### src/rtl/tx_sync_pkg.sv
package tx_sync_pkg;
  typedef enum logic [1:0] {
    BP_T1_BASIC = 2'd0,
    BP_T1_CLKIN = 2'd1,
    BP_H100     = 2'd2,
    BP_RSVD     = 2'd3
  } bp_mode_e;

  typedef struct packed {
    logic sf_sel;
    logic dir;
    logic crc_src;
  } sync_cfg_t;
endpackage

### src/rtl/tx_sync_cfg.sv
module tx_sync_cfg
  import tx_sync_pkg::*;
(
  input  logic      clk_i,
  input  logic      rst_ni,
  input  logic      wr_i,
  input  sync_cfg_t wr_cfg_i,
  input  logic      frame_end_i,
  output sync_cfg_t cfg_o
);
  sync_cfg_t cfg_q;
  logic      dir_act_q;

  always_ff @(posedge clk_i or negedge rst_ni) begin
    if (!rst_ni) begin
      cfg_q     <= '0;
      dir_act_q <= 1'b0;
    end else begin
      if (wr_i) cfg_q <= wr_cfg_i;
      // direction only moves where the counter wraps
      if (frame_end_i) dir_act_q <= cfg_q.dir;
    end
  end

  always_comb begin
    cfg_o     = cfg_q;
    cfg_o.dir = dir_act_q;
  end
endmodule

### src/rtl/tx_sync_edge.sv
module tx_sync_edge #(
  parameter int unsigned STAGES = 1
) (
  input  logic clk_i,
  input  logic rst_ni,
  input  logic pin_i,
  output logic rise_o
);
  logic [STAGES:0] chain_q;

  always_ff @(posedge clk_i or negedge rst_ni) begin
    if (!rst_ni) chain_q <= '0;
    else         chain_q <= {chain_q[STAGES-1:0], pin_i};
  end

  assign rise_o = chain_q[STAGES-1] & ~chain_q[STAGES];
endmodule

### src/rtl/tx_sync_timer.sv
module tx_sync_timer #(
  parameter int unsigned T1_LEN   = 193,
  parameter int unsigned H100_LEN = 1024,
  parameter int unsigned MF_LEN   = 24,
  localparam int unsigned CW = $clog2(H100_LEN > T1_LEN ? H100_LEN : T1_LEN),
  localparam int unsigned FW = $clog2(MF_LEN)
) (
  input  logic          clk_i,
  input  logic          rst_ni,
  input  logic          h100_i,
  input  logic          realign_frm_i,
  input  logic          realign_mf_i,
  input  logic [CW-1:0] load_i,
  output logic [CW-1:0] bit_cnt_o,
  output logic [FW-1:0] frm_cnt_o,
  output logic          frame_end_o
);
  localparam logic [CW-1:0] T1_LAST   = CW'(T1_LEN - 1);
  localparam logic [CW-1:0] H100_LAST = CW'(H100_LEN - 1);
  localparam logic [FW-1:0] MF_LAST   = FW'(MF_LEN - 1);

  logic [CW-1:0] bit_q, last;
  logic [FW-1:0] frm_q;
  logic          wrap;

  assign last        = h100_i ? H100_LAST : T1_LAST;
  assign wrap        = (bit_q >= last);
  assign frame_end_o = wrap & ~realign_frm_i;

  always_ff @(posedge clk_i or negedge rst_ni) begin
    if (!rst_ni) begin
      bit_q <= '0;
      frm_q <= '0;
    end else if (realign_frm_i) begin
      bit_q <= load_i;
      if (realign_mf_i) frm_q <= '0;
    end else if (wrap) begin
      bit_q <= '0;
      frm_q <= (frm_q >= MF_LAST) ? '0 : frm_q + 1'b1;
    end else begin
      bit_q <= bit_q + 1'b1;
    end
  end

  assign bit_cnt_o = bit_q;
  assign frm_cnt_o = frm_q;
endmodule

### src/rtl/tx_sync_ctrl.sv
module tx_sync_ctrl
  import tx_sync_pkg::*;
#(
  parameter int unsigned T1_LEN        = 193,
  parameter int unsigned H100_LEN      = 1024,
  parameter int unsigned MF_LEN        = 24,
  parameter int unsigned SAMPLE_STAGES = 1
) (
  input  logic       clk_i,
  input  logic       rst_ni,
  input  logic       cfg_wr_i,
  input  logic       cfg_sf_sel_i,
  input  logic       cfg_dir_i,
  input  logic       cfg_crc_src_i,
  input  logic [1:0] clk_src_i,
  input  logic [1:0] bp_mode_i,
  input  logic       sync_pin_i,
  input  logic       msync_pin_i,
  output logic       sync_pin_o,
  output logic       sync_pin_oe_o,
  output logic       msync_pin_o,
  output logic       msync_pin_oe_o,
  output logic       frame_pulse_o,
  output logic       mframe_pulse_o,
  output logic       crc_pass_o
);
  localparam int unsigned CW = $clog2(H100_LEN > T1_LEN ? H100_LEN : T1_LEN);
  localparam int unsigned FW = $clog2(MF_LEN);
  localparam logic [CW-1:0] H100_LAST = CW'(H100_LEN - 1);
  // counter value after the edge detector's delay, per pulse placement
  localparam logic [CW-1:0] LOAD_AT_ZERO = CW'(SAMPLE_STAGES + 1);
  localparam logic [CW-1:0] LOAD_AT_LAST = CW'(SAMPLE_STAGES);

  bp_mode_e      mode;
  sync_cfg_t     wr_cfg, cfg;
  logic          frame_end, rise_s, rise_m;
  logic          drive, basic, h100;
  logic          realign_frm, realign_mf;
  logic [CW-1:0] bit_cnt, load;
  logic [FW-1:0] frm_cnt;
  logic          h100_pulse;

  assign mode   = bp_mode_e'(bp_mode_i);
  assign basic  = (mode == BP_T1_BASIC);
  assign h100   = (mode == BP_H100);
  assign wr_cfg = '{sf_sel: cfg_sf_sel_i, dir: cfg_dir_i, crc_src: cfg_crc_src_i};

  tx_sync_cfg u_cfg (
    .clk_i       (clk_i),
    .rst_ni      (rst_ni),
    .wr_i        (cfg_wr_i),
    .wr_cfg_i    (wr_cfg),
    .frame_end_i (frame_end),
    .cfg_o       (cfg)
  );

  tx_sync_edge #(.STAGES(SAMPLE_STAGES)) u_edge_sync (
    .clk_i  (clk_i),
    .rst_ni (rst_ni),
    .pin_i  (sync_pin_i),
    .rise_o (rise_s)
  );

  tx_sync_edge #(.STAGES(SAMPLE_STAGES)) u_edge_msync (
    .clk_i  (clk_i),
    .rst_ni (rst_ni),
    .pin_i  (msync_pin_i),
    .rise_o (rise_m)
  );

  // dir=0: drive unless clock source is 1; dir=1: the inverse
  assign drive = cfg.dir ? (clk_src_i == 2'd1) : (clk_src_i != 2'd1);

  assign realign_mf  = ~drive & ((rise_s & cfg.sf_sel & ~h100) |
                                 (rise_m & basic & ~cfg.sf_sel));
  assign realign_frm = ~drive & (rise_s | realign_mf);
  assign load        = (h100 & ~cfg.dir) ? LOAD_AT_LAST : LOAD_AT_ZERO;

  tx_sync_timer #(
    .T1_LEN   (T1_LEN),
    .H100_LEN (H100_LEN),
    .MF_LEN   (MF_LEN)
  ) u_timer (
    .clk_i         (clk_i),
    .rst_ni        (rst_ni),
    .h100_i        (h100),
    .realign_frm_i (realign_frm),
    .realign_mf_i  (realign_mf),
    .load_i        (load),
    .bit_cnt_o     (bit_cnt),
    .frm_cnt_o     (frm_cnt),
    .frame_end_o   (frame_end)
  );

  assign frame_pulse_o  = (bit_cnt == '0);
  assign mframe_pulse_o = frame_pulse_o & (frm_cnt == '0);

  assign h100_pulse = cfg.dir ? (bit_cnt <= CW'(1))
                              : ((bit_cnt == H100_LAST) | (bit_cnt == '0));

  always_comb begin
    if (h100)             sync_pin_o = h100_pulse;
    else if (cfg.sf_sel)  sync_pin_o = mframe_pulse_o;
    else                  sync_pin_o = frame_pulse_o;
  end

  assign sync_pin_oe_o  = drive;
  assign msync_pin_o    = mframe_pulse_o;
  assign msync_pin_oe_o = drive & basic & ~cfg.sf_sel;
  assign crc_pass_o     = cfg.crc_src & basic;
endmodule

### config.mk
export PLATFORM = sky130hd
export DESIGN_NAME = tx_sync_ctrl
export DESIGN_NICKNAME = d
export VERILOG_FILES = /design/src/rtl/tx_sync_pkg.sv /design/src/rtl/tx_sync_cfg.sv /design/src/rtl/tx_sync_edge.sv /design/src/rtl/tx_sync_timer.sv /design/src/rtl/tx_sync_ctrl.sv
export SDC_FILE = /design/constraint.sdc
export NUM_CORES = 1
export LEC_CHECK = 0
export ABC_AREA = 1
export BUFFER_PORTS_ARGS = -buffer_cell sky130_fd_sc_hd__buf_2
export CELL_PAD_IN_SITES_DETAIL_PLACEMENT = 1
export CELL_PAD_IN_SITES_GLOBAL_PLACEMENT = 1
export CORE_AREA = 2 2 63 65
export DETAILED_ROUTE_END_ITERATION = 10
export DIE_AREA = 0 0 65 67
export HOLD_SLACK_MARGIN = 0.02
export PLACE_DENSITY = 0.87
export SKIP_CTS_REPAIR_TIMING = 1
export SLEW_MARGIN = 5
export SYNTH_ARGS = -nofsm -noshare
export SYNTH_HDL_FRONTEND = slang
export SYNTH_SLANG_ARGS = --single-unit
### constraint.sdc
create_clock -name clk_i -period 1.67 [get_ports clk_i]
set_input_delay 0.334 -clock clk_i [delete_from_list [all_inputs] [get_ports clk_i]]
set_output_delay 0.334 -clock clk_i [all_outputs]
set_load 0.01 [all_outputs]
==> results of run 1 <==
-- final cells by class --
cell class              instances  share of cell area
multi-input cells             141               0.455
inverters                      30              0.0564
clock buffers                   4              0.0226
flip-flops and latches         23               0.289
well taps                      48              0.0301
repair buffers                 45               0.147
-- sequential cells by signal (all words and copies together), names as in the netlist --
| register | cells |
|---|---|
| u_cfg.dir_act_q | 1 |
| u_edge_sync.chain_q | 2 |
| u_cfg.cfg_q | 1 |
| u_edge_msync.chain_q | 2 |
| u_timer.frm_cnt_o | 5 |
| u_cfg.cfg_o | 2 |
| u_timer.bit_cnt_o | 10 |
-- cell families after synthesis --
logic type | Yosys count | share of synthesized area
simple gates | 102 | 0.327
buf+inv | 31 | 0.0802
flops | 23 | 0.384
compound gates | 21 | 0.0769
fa+ha+maj | 13 | 0.109
xor+xnor | 4 | 0.0234
-- synth_stat cells (all sizes together) --
cell type,n
nor2,28
or2,1
inv,30
o22ai,1
nor3,5
a31oi,1
ha,13
nand3,13
xnor2,1
a21oi,3
a21o,1
nand4,6
o31ai,1
xor2,3
nand2,48
nand3b,1
o21ai,13
o21bai,1
buf,1
dfrtp,23
-- stage by stage --
step	setup slack, ns	TNS, ns	util	hold slack (ns)
2_1_floorplan	0.00425	0	-	0.0384
3_3_place_gp	-0.113	-0.995	0.486	0.332
3_5_place_dp	-0.259	-2.52	0.486	0.340
4_1_cts	-0.374	-1.43	0.498	0.0503
5_1_grt	-0.513	-5.36	0.553	0.0669
6_report	-0.376	-3.71	0.553	0.0340
-- power breakdown --
part / switching [uW] / leakage [uW] / internal, uW
clock: 185 / 0.0000228 / 171
combinational: 870 / 0.000764 / 596
sequential: 158 / 0.000291 / 703
total: 1210 / 0.00108 / 1470
-- worst max-delay path by stage --
stage / start / end / slack [ns] / depth (start not counted)
finish: u_timer.bit_cnt_o[0]$_DFF_PN0_ / sync_pin_o / -0.38 / 10
floorplan: bp_mode_i[1] / u_timer.frm_cnt_o[0]$_DFFE_PN0P_ / 0.004 / 14
CTS: u_timer.bit_cnt_o[8]$_DFF_PN0_ / sync_pin_o / -0.37 / 8
global route: u_timer.bit_cnt_o[0]$_DFF_PN0_ / sync_pin_o / -0.51 / 10
detailed placement: bp_mode_i[0] / u_timer.frm_cnt_o[3]$_DFFE_PN0P_ / -0.26 / 14
global placement: bp_mode_i[0] / u_timer.frm_cnt_o[3]$_DFFE_PN0P_ / -0.11 / 14
-- layer usage --
metal	vias up	wire length, microns	track usage
met2	41	2630	0.352
met4	0	174	0.0691
met1	746	2150	0.254
met5	-	0	0
li1	721	-	-
met3	17	196	0.0220
==> impl_results.md, run 1 <==
* Die Wd at 65 microns
* Finished Layout Cells at 291
* Htree depth at 1
* CP Capture Type: output port
* Largest net degree at the start of global routing at 24
* Final Critical Period at 2.05 ns
* Biggest area consumer among synthesized cells: dfrtp_1
* Multi-input gate area at 908 sq um
* CTS tree: yes
* Fillers at 456
* Crit-path most repeated cell: nand2_1
* Post-Place Cells at 273
* Clock latency at the later pin of the worst-skew pair at 0.27 ns
* First-pass GRT wire length at 6610 microns
* Final period util at 1.22
* Seq cells post-synth at 23
* Ys Warns at 0
* Max_cap viols at 0
* Cells after Synth at 194
* R2r setup slk at -0.25 ns
* Maximum clock frequency at 489 MHz
* Initial drt markers at 91
* Clock transition at path regs at 0.08 ns
* Max clock buf depth at 2
* Worst EP arrival at 1.71 ns
* Antenna Nets Post-Route at 0
* Setup Skew at 0.00180 ns
* Max stage delay on crit path at 0.38 ns
* R2R Path Start: u_timer.bit_cnt_o[0]$_DFF_PN0_
* Worst path slowest cell: dfrtp_1
* Vias in the first global route at 1426
* Top Ports at 19
* Status: complete, but fails checks
* Core ar. at 3610 sq um
* Post-synthesis cell type count at 27
* Leading cell type in the layout, fill and taps excluded: nand2_1
* Initial antenna violation count at 0
* CP delay by family, top: simple AND/OR/NAND/NOR gates
* Storage cell area at 577 sq um
* P&R area growth vs syn at 33.2%
* Post-DP HPWL at 2990 microns
* Worst min-delay path class: in -> async
* Gp weighted congestion at 0.773
* Syn Area/Cell at 7.72 sq um
* Placement-stage cell area at 1750 sq um
* IO Port Bufs at 18
* Worst setup path class: reg -> out
* Gr usage total at 0.200
* P_leak at 0.00108 uW
* Post-Syn Nets at 219
* Post-route DRC at 0
* Crit path buffers/inverters at 2
* Pwr/cell area at 1340 nW/um^2
* Worst setup SP type: flop
* Vias per cell at 5.24
* RR Endpoint: u_timer.frm_cnt_o[4]$_DFFE_PN0P_
* Worst VDD drop at 0.681 mV
* RSZ-0062 raised after global routing: yes
* Failing checks: setup timing
* Share of the synthesized area in the top cell type at 0.384
* Required @ worst endpoint at 1.34 ns
* Post-Syn Area at 1500 sq um
* CTS Buf Count at 3
* Global route overflow at 0
* Routed wire length at 5160 microns
* Overall Power at 2680 uW
* Fin. max-slew vios at 0
* Antenna cells at 0
* Clock sinks at 23
* Synth top area cells: dfrtp_1 (38%), ha_1 (11%), nand2_1 (11%)
* Final worst slack at -0.376 ns
* Vias at 1525
* Final net count at 269
* Row cnt at 22
* Share of cells above drive strength 1 at 0.346
* WL per Instance at 17.7 microns
* Most frequent cells in the layout: nand2_1 (38), inv_1 (27), buf_4 (27)
* Reg2reg path depth at 13
* CTS root buf: clkbuf_8
* Critical path, cell by cell: ha_2 -> nand2_2 -> nor2_1 -> nand2_1 -> nor2_2 -> nand4_1 -> o21ai_1 -> nand2_1 -> inv_1 -> buf_2
* Worst Path Max Fanout at 2
* Worst slew pin tran at 0.533 ns
* Final setup fails at 19
* Die Y at 67 microns
* Pre-antenna DRT Iters at 4
* Final instance area at 2000 sq um
* Sequential element share of the synthesized area at 0.384
* Die ar. at 4360 sq um
* Worst rel slew slack at 0.644
* Effective utilization at floorplan at 0.415
* Final Hold Violating Endpoints at 0
(Power assumes the default switching activity.)
==> run 2, diff against run 1 <==
ABC_AREA = unset   (was 1)
CORE_AREA = 2 2 60 62   (was 2 2 63 65)
DIE_AREA = 0 0 62 64   (was 0 0 65 67)
PLACE_DENSITY = 0.86   (was 0.87)
==> run 2 against run 1 <==
Against the previous run: register-to-register slack got worse by 0.30 ns; the run still ends with setup timing left; via count unchanged; sequential share of layout area is 2.1 points lower; non-clock buffer count up 19; combinational power increased by 25%; first-iteration DRC count rose by 99%; die area down 8.9%; utilization is 10 points higher; synthesized cell count is 28% lower; largest cell class unchanged; worst setup slack worse by 0.17 ns; total power increased by 10%; cell count shrank 13%.
==> impl_results.md, run 2 <==
* Worst min-delay path class: in -> reg (was in -> async)
* Worst setup SP type: flop (unchanged)
* Cell with the most instances after synthesis: dfrtp_1 (was nand2_1)
* Share of the synthesized area in the top cell type at 0.414 (was 0.384)
* P&R area growth vs syn at 55.1% (was 33.2%)
* Required @ worst endpoint at 1.89 ns (was 1.34 ns)
* Ys flop type: dfrtp_1 (unchanged)
* Biggest area consumer among synthesized cells: dfrtp_1 (unchanged)
* Routed wire length at 6700 microns (was 5160 microns)
* Antenna Nets Post-Route at 0 (unchanged)
* Worst slew pin tran at 0.533 ns (about the same)
* Final setup fails at 21 (was 19)
* Top Ports at 19 (unchanged)
* CTS tree: yes (unchanged)
* Post-DP HPWL at 3640 microns (was 2990 microns)
* Syn Area/Cell at 9.93 sq um (was 7.72 sq um)
* WL per Instance at 26.5 microns (was 17.7 microns)
* Largest net degree at the start of global routing at 24 (unchanged)
* Pwr/cell area at 1370 nW/um^2 (was 1340 nW/um^2)
* Setup slack at placement at -0.709 ns (was -0.259 ns)
* Clock transition at path regs at 0.14 ns (was 0.08 ns)
* CTS Buf Count at 3 (unchanged)
* Clock sinks at 23 (unchanged)
* Crit. Startpoint: u_timer.bit_cnt_o[0]$_DFF_PN0_ (unchanged)
* Clock latency at the later pin of the worst-skew pair at 0.33 ns (was 0.27 ns)
* Worst setup path class: reg -> reg (was reg -> out)
* Setup Skew at 0.00682 ns (was 0.00180 ns)
* Htree depth at 1 (unchanged)
* HP Start: sync_pin_i
* Die ar. at 3970 sq um (was 4360 sq um)
* Most frequent cells after synthesis: dfrtp_1 (23), nor2_1 (16), ha_1 (13), nand3_1 (11) (was nand2_1 (43), inv_1 (30), nor2_1 (27), dfrtp_1 (23), ha_1 (13))
* Asr flop ratio synth at 1.00 (unchanged)
* Final Util at 0.656 (was 0.553)
* Row cnt at 21 (was 22)
* Final Hold Violating Endpoints at 0 (unchanged)
* Worst VDD drop at 0.870 mV (was 0.681 mV)
* Initial antenna violation count at 0 (unchanged)
* Vias at 1525 (unchanged)
* Finished Layout Cells at 253 (was 291)
* Core ar. at 3280 sq um (was 3610 sq um)
* Status: complete, but fails checks (unchanged)
* Worst path slowest cell: dfrtp_1 (unchanged)
* Pre-antenna DRT Iters at 4 (unchanged)
* Most frequent cells in the layout: buf_4 (39), dfrtp_1 (21), buf_2 (15) (was nand2_1 (38), inv_1 (27), buf_4 (27))
* Max_cap viols at 0 (unchanged)
* Max stage delay on crit path at 0.44 ns (was 0.38 ns)
* RSZ-0062 raised after global routing: yes (unchanged)
* Ys Warns at 0 (unchanged)
* CP Capture Type: flop (was output port)
* Antenna cells at 0 (unchanged)
* Post-route DRC at 0 (unchanged)
* Worst EP arrival at 2.44 ns (was 1.71 ns)
* Final worst slack at -0.550 ns (was -0.376 ns)
* First-pass GRT wire length at 7650 microns (was 6610 microns)
* Cells after Synth at 140 (was 194)
* EDFF count, synth at 0 (unchanged)
* CP delay by family, top: compound AO/OA/AOI/OAI gates (was simple AND/OR/NAND/NOR gates)
* Max clock buf depth at 2 (unchanged)
* Post-synthesis cell type count at 38 (was 27)
* IO Port Bufs at 18 (unchanged)
* Synth top area cells: dfrtp_1 (41%), ha_1 (12%), nor2_1 (4.3%) (was dfrtp_1 (38%), ha_1 (11%), nand2_1 (11%))
* Vias in the first global route at 1547 (was 1426)
* Critical path, cell by cell: inv_2 -> ha_4 -> nand2b_4 -> a21oi_4 -> o221ai_2 -> a221oi_4 -> buf_6 -> nand2_2 -> a221o_1 (was ha_2 -> nand2_2 -> nor2_1 -> nand2_1 -> nor2_2 -> nand4_1 -> o21ai_1 -> nand2_1 -> inv_1 -> buf_2)
* Final Critical Period at 2.22 ns (was 2.05 ns)
* Die Wd at 62 microns (was 65 microns)
* P_leak at 0.00101 uW (was 0.00108 uW)
* Max reg flops at 10 (unchanged)
* Sequential element share of the synthesized area at 0.414 (was 0.384)
* Gp weighted congestion at 0.854 (was 0.773)
* Seq cells post-synth at 23 (unchanged)
* Final period util at 1.33 (was 1.22)
* Post-Syn Area at 1390 sq um (was 1500 sq um)
* Fin. max-slew vios at 0 (unchanged)
* Failing checks: setup timing (unchanged)
* Maximum clock frequency at 450 MHz (was 489 MHz)
* Share of cells above drive strength 1 at 0.541 (was 0.346)
* Effective utilization at floorplan at 0.423 (was 0.415)
* Global route overflow at 0 (unchanged)
* R2R Path Start: u_timer.bit_cnt_o[0]$_DFF_PN0_ (unchanged)
* Final net count at 233 (was 269)
* Post-Place Cells at 235 (was 273)
* Worst Path Max Fanout at 7 (was 2)
* Initial drt markers at 181 (was 91)
* Gr usage total at 0.268 (was 0.200)
* Vias per cell at 6.03 (was 5.24)
* Leading cell type in the layout, fill and taps excluded: buf_4 (was nand2_1)
* CTS root buf: clkbuf_4 (was clkbuf_8)
* Crit path buffers/inverters at 2 (unchanged)
* Post-Syn Nets at 165 (was 219)
* Die Y at 64 microns (was 67 microns)
* Worst rel slew slack at 0.645 (was 0.644)
[run 2: cell types whose count changed after synthesis, sizes merged, moves of 4 or more]
cell / before / now
nor2: 28 / 16
mux2: 0 / 5
o21ai: 13 / 3
nand4: 6 / 2
nand2: 48 / 11
inv: 30 / 10
[run 2: path summary, 6_finish.rpt]
path / end / slack [ns] / depth (start not counted)
max reg2reg: u_timer.frm_cnt_o[3]$_DFFE_PN0P_ / -0.55 / 9
max: u_timer.frm_cnt_o[3]$_DFFE_PN0P_ / -0.55 / 9
min reg2reg: u_edge_sync.chain_q[1]$_DFF_PN0_ / 0.42 / 0
max in group asynchronous: u_cfg.dir_act_q$_DFFE_PN0P_ / 0.78 / 2
min in group asynchronous: u_timer.bit_cnt_o[5]$_DFF_PN0_ / 0.50 / 2
min: u_edge_sync.chain_q[0]$_DFF_PN0_ / 0.11 / 1
[run 2: worst reg2reg max path: stages (launching register included)]
cell      delay [ns]
dfrtp_1         0.44
inv_2           0.13
ha_4            0.22
nand2b_4        0.14
a21oi_4         0.13
o221ai_2        0.16
a221oi_4        0.29
buf_6           0.18
nand2_2         0.09
a221o_1         0.35
[run 2: metrics by stage]
step | hold WS [ns] | TNS (ns) | total power, uW | instance area (sq um)
5_1_grt | 0.0941 | -10.09 | 3070 | 2160
3_5_place_dp | 0.346 | -9.91 | 2000 | 1790
4_1_cts | -0.0264 | -8.94 | 2300 | 1820
2_1_floorplan | 0.0384 | -2.89 | 1450 | 1410
3_3_place_gp | 0.334 | -7.09 | 1850 | 1790
6_report | 0.112 | -8.78 | 2960 | 2160
[run 2: final cells by class]
class                   instances  area (sq um)
clock buffers                   3          22.5
clock inverters                 1          5.00
fillers                       343          1130
inverters                      10          40.0
multi-input cells             106           973
flip-flops and latches         23           578
well taps                      46          57.6
repair buffers                 64           479
[run 2: cell families after synthesis]
group | share of synthesized area
xor+xnor | 0.0567
simple gates | 0.207
compound gates | 0.132
buf+inv | 0.0324
mux | 0.0405
fa+ha+maj | 0.117
flops | 0.414
[run 2: power by group]
group	switching, uW	internal (uW)	leakage (uW)
clock network	197	90.0	0.0000177
registers	145	685	0.000279
logic	993	848	0.000711
total	1340	1620	0.00101
[run 2: routing by layer]
layer	vias up	track usage	wire, microns
met3	31	0.0506	467
met4	0	0.122	274
li1	633	-	-
met2	101	0.449	3250
met1	760	0.320	2710
met5	-	0	0
==> run 3, diff against run 2 <==
SETUP_SLACK_MARGIN = 0.2   (was unset)
==> run 3 against run 2 <==
Against the previous run: the flow still finishes with violations (setup timing); cell count is 0.40% lower; hold slack worse by 0.0095 ns; critical path depth is 3 lower; count of clock-buffer cells in the layout stayed put; clock skew is 0.0016 ns higher; register-to-register slack better by 0.05 ns; via count is 5.4% lower; utilization is 1.1 points lower; sequential share of layout area is 0.33 points higher; flip-flop and latch count stayed put.
==> impl_results.md, run 3 (synthesis gave the netlist of run 2 again) <==
* Status: complete, but fails checks (unchanged)
* Failing checks: setup timing (unchanged)
* WL per Instance at 22.8 microns (was 26.5 microns)
* R2r setup slk at -0.50 ns (was -0.55 ns)
* Final Critical Period at 2.17 ns (was 2.22 ns)
* Final setup fails at 21 (unchanged)
* Crit path buffers/inverters at 0 (was 2)
* Routed wire length at 5760 microns (was 6700 microns)
* CP delay by family, top: compound AO/OA/AOI/OAI gates (unchanged)
* Die Y at 64 microns (unchanged)
* Worst Path Max Fanout at 6 (was 7)
* Gr usage total at 0.217 (was 0.268)
* CP Capture Type: flop (unchanged)
* Worst slew pin tran at 0.531 ns (was 0.533 ns)
* Placement-stage cell area at 1820 sq um (was 1790 sq um)
* Final Hold Violating Endpoints at 0 (unchanged)
* Pre-antenna DRT Iters at 4 (unchanged)
* Effective utilization at floorplan at 0.423 (unchanged)
* Vias at 1442 (was 1525)
* Clock latency at the later pin of the worst-skew pair at 0.32 ns (was 0.33 ns)
* CTS tree: yes (unchanged)
* Pwr/cell area at 1400 nW/um^2 (was 1370 nW/um^2)
* Critical path, cell by cell: ha_1 -> a21oi_1 -> o221ai_2 -> a221oi_4 -> nor2_1 -> mux2_1 (was inv_2 -> ha_4 -> nand2b_4 -> a21oi_4 -> o221ai_2 -> a221oi_4 -> buf_6 -> nand2_2 -> a221o_1)
* Worst path slowest cell: dfrtp_1 (unchanged)
* Gp weighted congestion at 0.852 (was 0.854)
* Max stage delay on crit path at 0.42 ns (was 0.44 ns)
* Reg2reg path depth at 6 (was 9)
* P_leak at 0.00101 uW (about the same)
* Worst rel slew slack at 0.646 (was 0.645)
* Finished Layout Cells at 252 (was 253)
* P&R area growth vs syn at 52.6% (was 55.1%)
* IO Port Bufs at 18 (unchanged)
* Critical path depth at 6 (was 9)
* Vias in the first global route at 1383 (was 1547)
* Most frequent cells in the layout: buf_4 (37), dfrtp_1 (23), buf_2 (17) (was buf_4 (39), dfrtp_1 (21), buf_2 (15))
* Clock sinks at 23 (unchanged)
* Htree depth at 1 (unchanged)
* Die ar. at 3970 sq um (unchanged)
* CTS root buf: clkbuf_4 (unchanged)
* Final worst slack at -0.497 ns (was -0.550 ns)
* Post-Place Cells at 235 (unchanged)
* CTS Buf Count at 3 (unchanged)
* Max_cap viols at 0 (unchanged)
* Die Wd at 62 microns (unchanged)
* Share of cells above drive strength 1 at 0.515 (was 0.541)
* Final net count at 232 (was 233)
* Post-route DRC at 0 (unchanged)
* Fin. max-slew vios at 0 (unchanged)
* Hold depth at 1 (unchanged)
* Initial antenna violation count at 0 (unchanged)
* Antenna cells at 0 (unchanged)
* Max clock buf depth at 2 (unchanged)
* Setup slack at placement at -0.632 ns (was -0.709 ns)
* Antenna Nets Post-Route at 0 (unchanged)
* Worst EP arrival at 2.39 ns (was 2.44 ns)
* Required @ worst endpoint at 1.89 ns (about the same)
* Top Ports at 19 (unchanged)
* Row cnt at 21 (unchanged)
* Final instance area at 2120 sq um (was 2160 sq um)
* Max reg flops at 10 (unchanged)
* Worst setup path class: reg -> reg (unchanged)
* Worst min-delay path class: in -> reg (unchanged)
* Post-DP HPWL at 3080 microns (was 3640 microns)
* Setup Skew at 0.00837 ns (was 0.00682 ns)
* Clock transition at path regs at 0.14 ns (about the same)
* Final period util at 1.30 (was 1.33)
* Largest net degree at the start of global routing at 24 (unchanged)
* RSZ-0062 raised after global routing: yes (unchanged)
* Core ar. at 3280 sq um (unchanged)
* Vias per cell at 5.72 (was 6.03)
* Worst setup SP type: flop (unchanged)
* Worst VDD drop at 0.770 mV (was 0.870 mV)
* Maximum clock frequency at 461 MHz (was 450 MHz)
* First-pass GRT wire length at 6420 microns (was 7650 microns)
* Global route overflow at 0 (unchanged)
* Leading cell type in the layout, fill and taps excluded: buf_4 (unchanged)
* Initial drt markers at 90 (was 181)
## run 3: metrics by stage
step	TNS (ns)	hold WS [ns]	util	total power, uW
6_report	-8.04	0.103	0.646	2970
5_1_grt	-9.51	0.0812	0.646	3130
4_1_cts	-6.96	-0.0197	0.562	2290
3_5_place_dp	-8.04	0.350	0.554	2010
3_3_place_gp	-7.00	0.337	0.554	1910
2_1_floorplan	-2.89	0.0384	-	1490
## run 3: final timing paths
path                                                   from                          endpoint
max                          u_timer.bit_cnt_o[5]$_DFF_PN0_       u_cfg.dir_act_q$_DFFE_PN0P_
min                                              sync_pin_i  u_edge_sync.chain_q[0]$_DFF_PN0_
max reg2reg                  u_timer.bit_cnt_o[5]$_DFF_PN0_       u_cfg.dir_act_q$_DFFE_PN0P_
min reg2reg                u_edge_sync.chain_q[0]$_DFF_PN0_  u_edge_sync.chain_q[1]$_DFF_PN0_
max in group asynchronous                            rst_ni    u_timer.bit_cnt_o[3]$_DFF_PN0_
min in group asynchronous                            rst_ni  u_timer.frm_cnt_o[1]$_DFFE_PN0P_
## run 3: cell type report
| class | count | area (sq um) |
|---|---|---|
| Inverter | 10 | 37.5 |
| Clock inverter | 1 | 5.00 |
| Fill cell | 359 | 1160 |
| Timing Repair Buffer | 62 | 452 |
| Tap cell | 46 | 57.6 |
| Sequential cell | 23 | 576 |
| Clock buffer | 3 | 22.5 |
| Multi-Input combinational cell | 107 | 971 |
## run 3: where the power goes
group	switching, uW	internal (uW)
Sequential	115	681
Combinational	982	916
Clock	184	89.8
## run 3: worst register-to-register path: stages (launching register included)
cell and delay (ns):
dfrtp_1 0.42, ha_1 0.34, a21oi_1 0.23, o221ai_2 0.18, a221oi_4 0.42, nor2_1 0.14, mux2_1 0.34
## run 3: metal layers
| layer | routed length (microns) | share of wire | global-route usage | vias up |
|---|---|---|---|---|
| li1 | - | - | - | 630 |
| met3 | 350 | 0.061 | 0.0283 | 16 |
| met2 | 3000 | 0.52 | 0.368 | 67 |
| met4 | 148 | 0.026 | 0.0745 | 0 |
| met5 | 0 | 0 | 0 | - |
| met1 | 2260 | 0.39 | 0.273 | 729 |
